[src/rtl/bmd_pkg.sv]
package bmd_pkg;

  typedef enum logic [1:0] {
    AM_INC  = 2'd0,
    AM_DEC  = 2'd1,
    AM_HOLD = 2'd2,
    AM_HLD2 = 2'd3
  } amode_e;

  typedef enum logic [1:0] {
    CMD_LOAD    = 2'd0,
    CMD_CONT    = 2'd1,
    CMD_ENABLE  = 2'd2,
    CMD_DISABLE = 2'd3
  } cmd_e;

  typedef enum logic [1:0] {
    ST_IDLE  = 2'd0,
    ST_READ  = 2'd1,
    ST_WRITE = 2'd2,
    ST_WAIT  = 2'd3
  } state_e;

  // control byte: [7] repeat, [6] B->A, [5] B io, [4:3] B mode, [2] A io, [1:0] A mode
  typedef struct packed {
    logic   repeat_en;
    logic   b_to_a;
    logic   b_io;
    amode_e b_mode;
    logic   a_io;
    amode_e a_mode;
  } ctrl_t;

  localparam logic [2:0] SEL_A_START = 3'd0;
  localparam logic [2:0] SEL_B_START = 3'd1;
  localparam logic [2:0] SEL_LEN     = 3'd2;
  localparam logic [2:0] SEL_CTRL    = 3'd3;
  localparam logic [2:0] SEL_PACE    = 3'd4;

endpackage

[src/rtl/bmd_regs.sv]
module bmd_regs
  import bmd_pkg::*;
#(
  parameter int AW = 16,
  parameter int PW = 8
) (
  input  logic          clk,
  input  logic          rst_n,
  input  logic          we,
  input  logic [2:0]    sel,
  input  logic [AW-1:0] wdata,
  output logic [AW-1:0] a_start,
  output logic [AW-1:0] b_start,
  output logic [AW-1:0] len,
  output ctrl_t         ctrl,
  output logic [PW-1:0] pace
);

  localparam int CW = $bits(ctrl_t);

  always_ff @(posedge clk or negedge rst_n) begin
    if (!rst_n) begin
      a_start <= '0;
      b_start <= '0;
      len     <= '0;
      ctrl    <= '0;
      pace    <= '0;
    end else if (we) begin
      unique case (sel)
        SEL_A_START: a_start <= wdata;
        SEL_B_START: b_start <= wdata;
        SEL_LEN:     len     <= wdata;
        SEL_CTRL:    ctrl    <= ctrl_t'(wdata[CW-1:0]);
        SEL_PACE:    pace    <= wdata[PW-1:0];
        default: ;
      endcase
    end
  end

endmodule

[src/rtl/bmd_addr_gen.sv]
module bmd_addr_gen
  import bmd_pkg::*;
#(
  parameter int AW = 16
) (
  input  logic          clk,
  input  logic          rst_n,
  input  logic          load,
  input  logic          step,
  input  amode_e        mode,
  input  logic [AW-1:0] start,
  output logic [AW-1:0] addr
);

  always_ff @(posedge clk or negedge rst_n) begin
    if (!rst_n) begin
      addr <= '0;
    end else if (load) begin
      addr <= start;
    end else if (step) begin
      unique case (mode)
        AM_INC:  addr <= addr + AW'(1);
        AM_DEC:  addr <= addr - AW'(1);
        default: addr <= addr;
      endcase
    end
  end

  // a holding port never moves on a step
  a_r4_hold_mode: assert property (@(posedge clk) disable iff (!rst_n)
    (step && !load && (mode == AM_HOLD || mode == AM_HLD2)) |=> $stable(addr));

  // a load lands the start address
  a_r2_load_lands: assert property (@(posedge clk) disable iff (!rst_n)
    (load && $stable(start)) |=> (addr == $past(start)));

endmodule

[src/rtl/bmd_pacer.sv]
module bmd_pacer #(
  parameter int PW = 8
) (
  input  logic          clk,
  input  logic          rst_n,
  input  logic          start,
  input  logic [PW-1:0] pace,
  output logic          expired
);

  logic [PW-1:0] remain;

  always_ff @(posedge clk or negedge rst_n) begin
    if (!rst_n) begin
      remain <= '0;
    end else if (start) begin
      remain <= pace;
    end else if (remain != '0) begin
      remain <= remain - PW'(1);
    end
  end

  assign expired = (remain <= PW'(1));

  // a loaded nonzero delay is not expired on the next cycle unless it was 1
  a_r8_pace_holds: assert property (@(posedge clk) disable iff (!rst_n)
    (start && pace > PW'(1)) |=> !expired);

endmodule

[src/rtl/bytemover_dma.sv]
module bytemover_dma
  import bmd_pkg::*;
#(
  parameter int AW = 16,
  parameter int DW = 8,
  parameter int PW = 8
) (
  input  logic          clk,
  input  logic          rst_n,
  input  logic          cfg_we,
  input  logic [2:0]    cfg_sel,
  input  logic [AW-1:0] cfg_wdata,
  input  logic          cmd_valid,
  input  logic [1:0]    cmd_code,
  output logic          rd_req,
  output logic [AW-1:0] rd_addr,
  output logic          rd_io,
  input  logic          rd_ready,
  input  logic [DW-1:0] rd_data,
  output logic          wr_req,
  output logic [AW-1:0] wr_addr,
  output logic          wr_io,
  output logic [DW-1:0] wr_data,
  input  logic          wr_ready,
  output logic          busy,
  output logic          done
);

  localparam int NPORT = 2;

  logic [AW-1:0] a_start, b_start, len;
  ctrl_t         ctrl;
  logic [PW-1:0] pace;

  bmd_regs #(.AW(AW), .PW(PW)) regs_i (
    .clk(clk), .rst_n(rst_n), .we(cfg_we), .sel(cfg_sel), .wdata(cfg_wdata),
    .a_start(a_start), .b_start(b_start), .len(len), .ctrl(ctrl), .pace(pace)
  );

  state_e        state;
  logic          run;
  logic [AW-1:0] cnt;
  logic [DW-1:0] data_q;

  cmd_e cmd;
  assign cmd = cmd_e'(cmd_code);

  logic idle_now, load_cmd, cont_cmd, stop_req, enable_cmd;
  assign idle_now   = (state == ST_IDLE) && !run;
  assign load_cmd   = cmd_valid && (cmd == CMD_LOAD) && idle_now;
  assign cont_cmd   = cmd_valid && (cmd == CMD_CONT) && idle_now;
  assign enable_cmd = cmd_valid && (cmd == CMD_ENABLE);
  assign stop_req   = cmd_valid && (cmd == CMD_DISABLE);

  logic rd_hs, wr_hs, last, restart;
  assign rd_hs   = (state == ST_READ) && rd_ready;
  assign wr_hs   = (state == ST_WRITE) && wr_ready;
  assign last    = ((cnt + AW'(1)) == len);
  assign restart = wr_hs && last && ctrl.repeat_en;

  // live address counters, one per port
  logic [NPORT-1:0][AW-1:0] port_start, port_addr;
  amode_e                   port_mode [NPORT];
  assign port_start[0] = a_start;
  assign port_start[1] = b_start;
  assign port_mode[0]  = ctrl.a_mode;
  assign port_mode[1]  = ctrl.b_mode;

  for (genvar p = 0; p < NPORT; p++) begin : g_port
    bmd_addr_gen #(.AW(AW)) addr_i (
      .clk(clk), .rst_n(rst_n),
      .load(load_cmd || restart),
      .step(wr_hs && !restart),
      .mode(port_mode[p]),
      .start(port_start[p]),
      .addr(port_addr[p])
    );
  end

  logic pace_expired;
  bmd_pacer #(.PW(PW)) pacer_i (
    .clk(clk), .rst_n(rst_n), .start(wr_hs), .pace(pace), .expired(pace_expired)
  );

  // byte counter
  always_ff @(posedge clk or negedge rst_n) begin
    if (!rst_n) begin
      cnt <= '0;
    end else if (load_cmd || cont_cmd) begin
      cnt <= '0;
    end else if (wr_hs) begin
      cnt <= restart ? '0 : cnt + AW'(1);
    end
  end

  // sequencer
  always_ff @(posedge clk or negedge rst_n) begin
    if (!rst_n) begin
      state  <= ST_IDLE;
      run    <= 1'b0;
      done   <= 1'b0;
      data_q <= '0;
    end else begin
      if (enable_cmd) begin
        run  <= 1'b1;
        done <= 1'b0;
      end else if (stop_req) begin
        run <= 1'b0;
      end
      unique case (state)
        ST_IDLE: begin
          if (run && !stop_req) begin
            if (cnt < len) begin
              state <= ST_READ;
            end else begin
              run  <= 1'b0;
              done <= 1'b1;
            end
          end
        end
        ST_READ: begin
          if (rd_ready) begin
            data_q <= rd_data;
            state  <= ST_WRITE;
          end
        end
        ST_WRITE: begin
          if (wr_ready) begin
            if (last && !ctrl.repeat_en) begin
              state <= ST_IDLE;
              run   <= 1'b0;
              done  <= 1'b1;
            end else if (!run || stop_req) begin
              state <= ST_IDLE;
            end else if (pace != '0) begin
              state <= ST_WAIT;
            end else begin
              state <= ST_READ;
            end
          end
        end
        ST_WAIT: begin
          if (!run || stop_req) begin
            state <= ST_IDLE;
          end else if (pace_expired) begin
            state <= ST_READ;
          end
        end
        default: state <= ST_IDLE;
      endcase
    end
  end

  // bus side
  logic [AW-1:0] src_addr, dst_addr;
  logic          src_io, dst_io;
  assign src_addr = ctrl.b_to_a ? port_addr[1] : port_addr[0];
  assign dst_addr = ctrl.b_to_a ? port_addr[0] : port_addr[1];
  assign src_io   = ctrl.b_to_a ? ctrl.b_io : ctrl.a_io;
  assign dst_io   = ctrl.b_to_a ? ctrl.a_io : ctrl.b_io;

  assign rd_req  = (state == ST_READ);
  assign rd_addr = src_addr;
  assign rd_io   = src_io;
  assign wr_req  = (state == ST_WRITE);
  assign wr_addr = dst_addr;
  assign wr_io   = dst_io;
  assign wr_data = data_q;
  assign busy    = run || (state != ST_IDLE);

  // read request held with stable address until accepted
  a_r10_rd_hold: assert property (@(posedge clk) disable iff (!rst_n)
    (rd_req && !rd_ready) |=> (rd_req && $stable(rd_addr) && $stable(rd_io)));

  // write request held with stable address and data until accepted
  a_r10_wr_hold: assert property (@(posedge clk) disable iff (!rst_n)
    (wr_req && !wr_ready) |=> (wr_req && $stable(wr_addr) && $stable(wr_data)));

  // never both phases at once
  a_r10_no_overlap: assert property (@(posedge clk) disable iff (!rst_n)
    !(rd_req && wr_req));

  // the written byte is the byte just read
  a_r10_data_pass: assert property (@(posedge clk) disable iff (!rst_n)
    rd_hs |=> (wr_req && wr_data == $past(rd_data)));

  // done never coexists with a bus request
  a_r3_done_quiet: assert property (@(posedge clk) disable iff (!rst_n)
    done |-> (!rd_req && !wr_req));

  // counter stays inside the block while bytes move
  a_r3_cnt_bound: assert property (@(posedge clk) disable iff (!rst_n)
    (state != ST_IDLE) |-> (cnt < len));

  // a repeating block boundary keeps the engine going
  a_r9_no_stop: assert property (@(posedge clk) disable iff (!rst_n)
    (restart && run && !stop_req) |=> (busy && !done));

  // a nonzero pacing value keeps the next read off the bus
  a_r8_gap: assert property (@(posedge clk) disable iff (!rst_n)
    (wr_hs && pace != '0) |=> !rd_req);

endmodule

[config.mk]
export PLATFORM = sky130hd
export DESIGN_NAME = bytemover_dma
export DESIGN_NICKNAME = d
export VERILOG_FILES = /design/src/rtl/bmd_pkg.sv /design/src/rtl/bmd_regs.sv /design/src/rtl/bmd_addr_gen.sv /design/src/rtl/bmd_pacer.sv /design/src/rtl/bytemover_dma.sv
export SDC_FILE = /design/constraint.sdc
export NUM_CORES = 1
export LEC_CHECK = 0
export BUFFER_PORTS_ARGS = -buffer_cell sky130_fd_sc_hd__clkbuf_2
export CAP_MARGIN = 5
export CORE_ASPECT_RATIO = 1.1
export CORE_MARGIN = 2
export CORE_UTILIZATION = 57
export CTS_BUF_LIST = sky130_fd_sc_hd__clkbuf_16
export DETAILED_ROUTE_END_ITERATION = 12
export HOLD_SLACK_MARGIN = 0.1
export MAX_ROUTING_LAYER = met4
export PLACE_DENSITY = 0.77
export SKIP_CTS_REPAIR_TIMING = 1
export SYNTH_ARGS = -nofsm -noshare
export SYNTH_HDL_FRONTEND = slang
export SYNTH_SLANG_ARGS = --single-unit
[constraint.sdc]
create_clock -name clk -period 4 [get_ports clk]
set_input_delay 0.2 -clock clk [delete_from_list [all_inputs] [get_ports clk]]
set_output_delay 0.2 -clock clk [all_outputs]
set_load 0.005 [all_outputs]
After elaboration in Yosys (flattened, before gate mapping) --
Index checks and enable logic that the tools add are counted.
Word-level totals: register bits after elaboration 132, bits in latches 0, memory bits (writable) 0, bits in read-only memories 0, bits of input ports 35, output and inout bits 46, memories 0
Operators by class: add/sub/neg operators 6, multipliers 0, divide/modulo/power cells 0, $lt $le $gt $ge 2, equal/unequal tests 18, shift operators 0, muxes and demuxes 38, bitwise logic cells 0, reductions and logical operators 43
Operators by type and width (count):
- $mux 16 | 9
- $pmux 16 s2 | 2
- $add 16x1->16 const B | 3
- $sub 16x1->16 const B | 2
- $mux 2 | 9
- $eq 16x16->1 | 1
- $lt 16x16->1 | 1
- $mux 8 | 2
- $reduce_and 2->1 | 8
- $reduce_bool 8->1 | 2
- $logic_and 1x1->1 | 13
- $mux 1 | 13
- $eq 2x1->1 const B | 4
- $eq 2x2->1 const B | 4
- $le 8x1->1 const B | 1
- $logic_not 2->1 | 4
- $ne 2x1->1 const B | 4
- $pmux 2 s4 | 1
- $reduce_bool 2->1 | 4
- $sub 8x1->8 const B | 1
- $eq 3x2->1 const B | 2
- $reduce_bool 3->1 | 2
- $reduce_and 5->1 | 1
- $logic_not 1->1 | 4
- other kinds (6) | 10

Logic depth before layout (Yosys ltp) --
word-level depth 8, mapped depth 12, mapped depth without buffers 11

Modules after synthesis --
A second synthesis with hierarchy kept.
Unflattened totals: cells, all modules 878, area total of the unflattened synthesis 8692.1 µm²
Modules (own cells, without submodules):
- bmd_addr_gen | times used 2, cells an instance 187, area an instance 1452.6 µm², seq. area each 400.4 µm²
- bytemover_dma | times used 1, cells an instance 310, area an instance 2813.9 µm², seq. area each 700.7 µm²
- bmd_regs | times used 1, cells an instance 139, area an instance 2451.1 µm², seq. area each 1601.5 µm²
- bmd_pacer | times used 1, cells an instance 55, area an instance 521.8 µm², seq. area each 200.2 µm²

Worst setup path after synthesis --
No wires, ideal clock.
kind flip-flop to flip-flop, from reg, netlist name regs_i.ctrl[4], to reg g_port[1].addr_i.addr[15], arrival 2.802 ns, setup slack 1.072 ns, cell stages (with the launch flop) 11, clock period less this slack 2.928 ns, cells stage by stage dfrtp_1 -> nand2b_1 -> inv_1 -> ha_1 -> or2_2 -> o311a_1 -> a41o_1 -> o41ai_1 -> o22ai_1 -> o31a_1 -> mux2_4
Between the ends: word-level cells in the longest chain between the ends 4, elaborated cells between the ends (all ways) 7
RTL lines:
- $eq 2x1->1 or $logic_not 2->1 (tied branches) | line bmd_addr_gen.sv:21 | unique case (mode)
- $pmux 16 s2 | line bmd_addr_gen.sv:21
- $mux 16 | line bmd_addr_gen.sv:20 | end else if (step) begin
- $mux 16 | line bmd_addr_gen.sv:18 | end else if (load) begin
- end signal, assigned | line bmd_addr_gen.sv:19 | addr <= start;
- end signal, assigned | line bmd_addr_gen.sv:22 | AM_INC: addr <= addr + AW'(1);
- end signal, assigned | line bmd_addr_gen.sv:23 | AM_DEC: addr <= addr - AW'(1);
- end, declared | line bmd_addr_gen.sv:12 | output logic [AW-1:0] addr
Parallel ways exist; a longest one is shown, timed or not. The select of a mux whose other input is x is not followed. A chain may end at the register's enable or synchronous reset.

Worst setup path after layout --
from reg, netlist name regs_i.ctrl[4], to reg g_port[1].addr_i.addr[15]
Between the ends: word-level cells in the longest chain between the ends 4, elaborated cells between the ends (all ways) 7
RTL lines (line):
- $eq 2x1->1 or $logic_not 2->1 (tied branches) | bmd_addr_gen.sv:21
- $pmux 16 s2 | bmd_addr_gen.sv:21
- $mux 16 | bmd_addr_gen.sv:20
- $mux 16 | bmd_addr_gen.sv:18
Parallel ways exist; a longest one is shown, timed or not. The select of a mux whose other input is x is not followed.

==> results summary <==
The flow ran to the end, and the final reports show no timing, DRC or antenna violations. Summed over all instances, the cell type with the most area after synthesis is dfrtp_1. The number of maximum-capacitance constraint violations came out at 0. The via count of the first global-routing pass is 6371. The timing-limited maximum frequency is 0.303 GHz. After routing, the total negative slack on setup checks comes to 0 ns. The category of the worst setup path launch point is a flop. The H-tree generated during clock tree synthesis spans 4 levels. The die outline area is 0.0159 sq mm.

The repair_antennas step left the layout with diodes totalling 0. The number of DRC violations after detailed routing came out at 0. The die height is 132 microns. The DRC violation total after the first TritonRoute iteration is 373. The final net count came out at 1003. Compared with the post-synthesis result, the final layout area differs by 16.1%. Among all stages on the critical path, the largest delay is contributed by o41ai_1.

The type of the most critical hold path is in -> reg. For the worst setup path, the data required time is 4.32 ns. After floorplanning, the core was divided into 46 placement rows.

TritonCTS built the clock tree. The number of synthesized flops with an enable pin is 0. STA classifies the critical path endpoint as a flop.

The average vias per placed instance is 5.93. The worst-case hold slack is 0.0998 ns. On the worst path, the slowest cell contributes a delay of 0.41 ns. The clock transition at the registers of the reported paths came out at 0.06 ns. Grouping stages by cell kind, the critical path spends the most delay in compound AO/OA/AOI/OAI gates. The final cycle utilization of the critical path came out at 0.824. The number of hold violations in the final report is 0. The count of cell types in the netlist is 66. The fill cell instance count of the final layout came out at 1156. The final count of negative-setup-slack endpoints came out at 0.

The power density relative to cell area came out at 665 mW/mm^2. The signal on the critical path passes through nand2b_1 -> inv_1 -> ha_1 -> a211oi_1 -> o21ai_0 -> a41o_1 -> o41ai_1 -> o22ai_1 -> o31a_1 -> mux2_4. The core area is 0.0145 sq mm. The first-pass iteration count of the detailed router is 5. The count of synthesis-stage warnings from yosys is 0. The antenna violation net count after detailed routing came out at 0. The net count after synthesis is 912.

The detail-routed net length per standard cell came out at 17.3 microns. The final weighted congestion in routability-driven placement came out at 0.923. The number of standard cells after synthesis is 828. The first-pass GRT wire length is 32000 microns. The top flip-flop cell by instance count after synthesis is dfrtp_1. By area the synthesized netlist is led by dfrtp_1 39%, mux2_2 13%, ha_1 6.9%, mux2_4 5.3%, o21ai_0 4.8%. The number of buffers and inverters on the critical path came out at 1. The die is 121 microns wide.

The fraction of final layout cells sized beyond drive strength 1 is 0.277. Setup repair after global routing left no endpoint under its margin. The leading cell type by number of instances after synthesis is dfrtp_1. The combined global-route utilization of all metal layers is 0.263.

By count the netlist is led by 132 x dfrtp_1, 95 x mux2_2, 81 x o21ai_0, 76 x nand2_1, 47 x ha_1. Dividing the synthesized area by the synthesized cell count gives 10.3 sq um. The share of the Yosys chip area taken by registers is 0.388. CTS saw 132 sinks. The routed wire length is 19400 microns. The transition at the pin with the smallest max-transition slack came out at 1.13 ns. During I/O placement, the number of pins put on the boundary was 81.

The number of clock buffers inserted by TritonCTS came out at 17. The cell area after synthesis came out at 0.00851 sq mm. The share of synthesized flip-flops with an asynchronous set or reset is 1.00. Summed over all layers, the global routing overflow is 0. The initial core utilization came out at 0.587. The number of max-slew violations in the final report came to 0. The top-area cell type share of the netlist area came out at 0.388. The tree is rooted in a clkbuf_16.

The setup skew after layout came out at 0.0132 ns. The worst IR drop on VDD is 0.395 mV. The number of synthesized register bits is 132.

The data arrival at the endpoint of the critical path came out at 3.62 ns. The overall via count from detail_route is 6660. In this run the static leakage power is 4.60 nW. The maximum number of buffers from clock root to sink is 2.

The post-route minimum period is 3.30 ns. The tightest slew margin relative to the limit is 0.243. The clock reaches the later pin of the worst-skew pair after 0.44 ns. The class of the most critical setup path is reg -> reg. The highest fanout seen on the critical path came out at 14.

Entering global routing, the biggest net connects 108 pins. The number of port buffers came out at 80. The final HPWL from detailed placement is 13900 microns. The number of antenna violations at the first check in global routing is 0.
tightest hold or removal path, cell delays in order:
cell      delay (ns)
clkbuf_2        0.13
o21ai_0         0.10
nand2b_1        0.07
per-stage QoR:
| stage | utilization | cell area (sq um) | worst slack (ns) | total power, mW | cells |
|---|---|---|---|---|---|
| 2_1_floorplan | - | 8510 | 1.07 | 4.10 | 828 |
| 3_3_place_gp | 0.625 | 9060 | 0.800 | 4.83 | 1072 |
| 3_5_place_dp | 0.625 | 9060 | 0.744 | 4.90 | 1072 |
| 4_1_cts | 0.668 | 9680 | 0.717 | 6.58 | 1104 |
| 5_1_grt | 0.681 | 9880 | 0.407 | 7.02 | 1124 |
| 6_report | 0.681 | 9880 | 0.702 | 6.57 | 1124 |
metal layers:
metal / global-route usage / share of wire
met5: - / 0
met2: 0.417 / 0.49
met1: 0.334 / 0.44
met3: 0.0601 / 0.046
met4: 0.0840 / 0.021
registers in the layout (all words and copies together) (netlist names):
register            count
pacer_i.remain          8
regs_i.a_start         16
state                   2
run                     1
cnt                    16
regs_i.b_start         16
g_port.addr_i.addr     32
regs_i.ctrl             8
done                    1
wr_data                 8
regs_i.pace             8
regs_i.len             16
final timing paths:
kind                              startpoint                   endpoint  slack [ns]  depth (start not counted)
setup / recovery              regs_i.ctrl[4]  g_port[1].addr_i.addr[15]        0.70                         10
hold / removal                   cmd_code[0]                       done         0.1                          3
setup reg to reg              regs_i.ctrl[4]  g_port[1].addr_i.addr[15]        0.70                         10
hold reg to reg            regs_i.a_start[5]   g_port[0].addr_i.addr[5]        0.50                          1
max in group asynchronous              rst_n   g_port[1].addr_i.addr[7]        2.59                          3
min in group asynchronous              rst_n  g_port[0].addr_i.addr[11]        0.45                          2
kinds of logic (layout without fill, tap and decap cells):
logic type / count (synthesis) / count (layout) / synth area share
AO/OA/AOI/OAI: 180 / 180 / 0.133
XOR/XNOR: 55 / 55 / 0.0566
adder cells (fa/ha/maj): 49 / 49 / 0.0738
buffers and inverters: 64 / 168 / 0.0340
flip-flops: 132 / 132 / 0.388
multiplexers: 130 / 130 / 0.184
AND/OR/NAND/NOR: 218 / 218 / 0.130
report_power, final:
| group | total, mW | switching [mW] | internal, mW |
|---|---|---|---|
| registers | 2.15 | 0.416 | 1.73 |
| clock network | 1.66 | 0.658 | 0.997 |
| logic | 2.77 | 1.32 | 1.45 |
| total | 6.57 | 2.40 | 4.18 |
layout by cell type, fill, tap and decap left out, drive strengths merged, types with 11 or more instances in the layout:
cell | synthesis | routed
ha | 47 | 47
inv | 30 | 37
nor3 | 16 | 16
or3 | 11 | 11
dlygate4sd3 | 0 | 20
dfrtp | 132 | 132
xnor2 | 28 | 28
clkbuf | 22 | 96
o21ai | 81 | 81
mux2 | 125 | 125
nand2 | 76 | 76
nand3 | 20 | 20
nor2 | 32 | 32
xor2 | 27 | 27
a21oi | 27 | 27
area by class of cell:
cell class              count  area [sq um]  share of cell area
well taps                 192           240              0.0243
repair buffers            106           652              0.0660
clock inverters            15           193              0.0195
inverters                  30           113              0.0114
multi-input cells         632          4960               0.502
clock buffers              17           425              0.0430
flip-flops and latches    132          3300               0.334
Note: power is estimated with default switching activity, not from simulation.
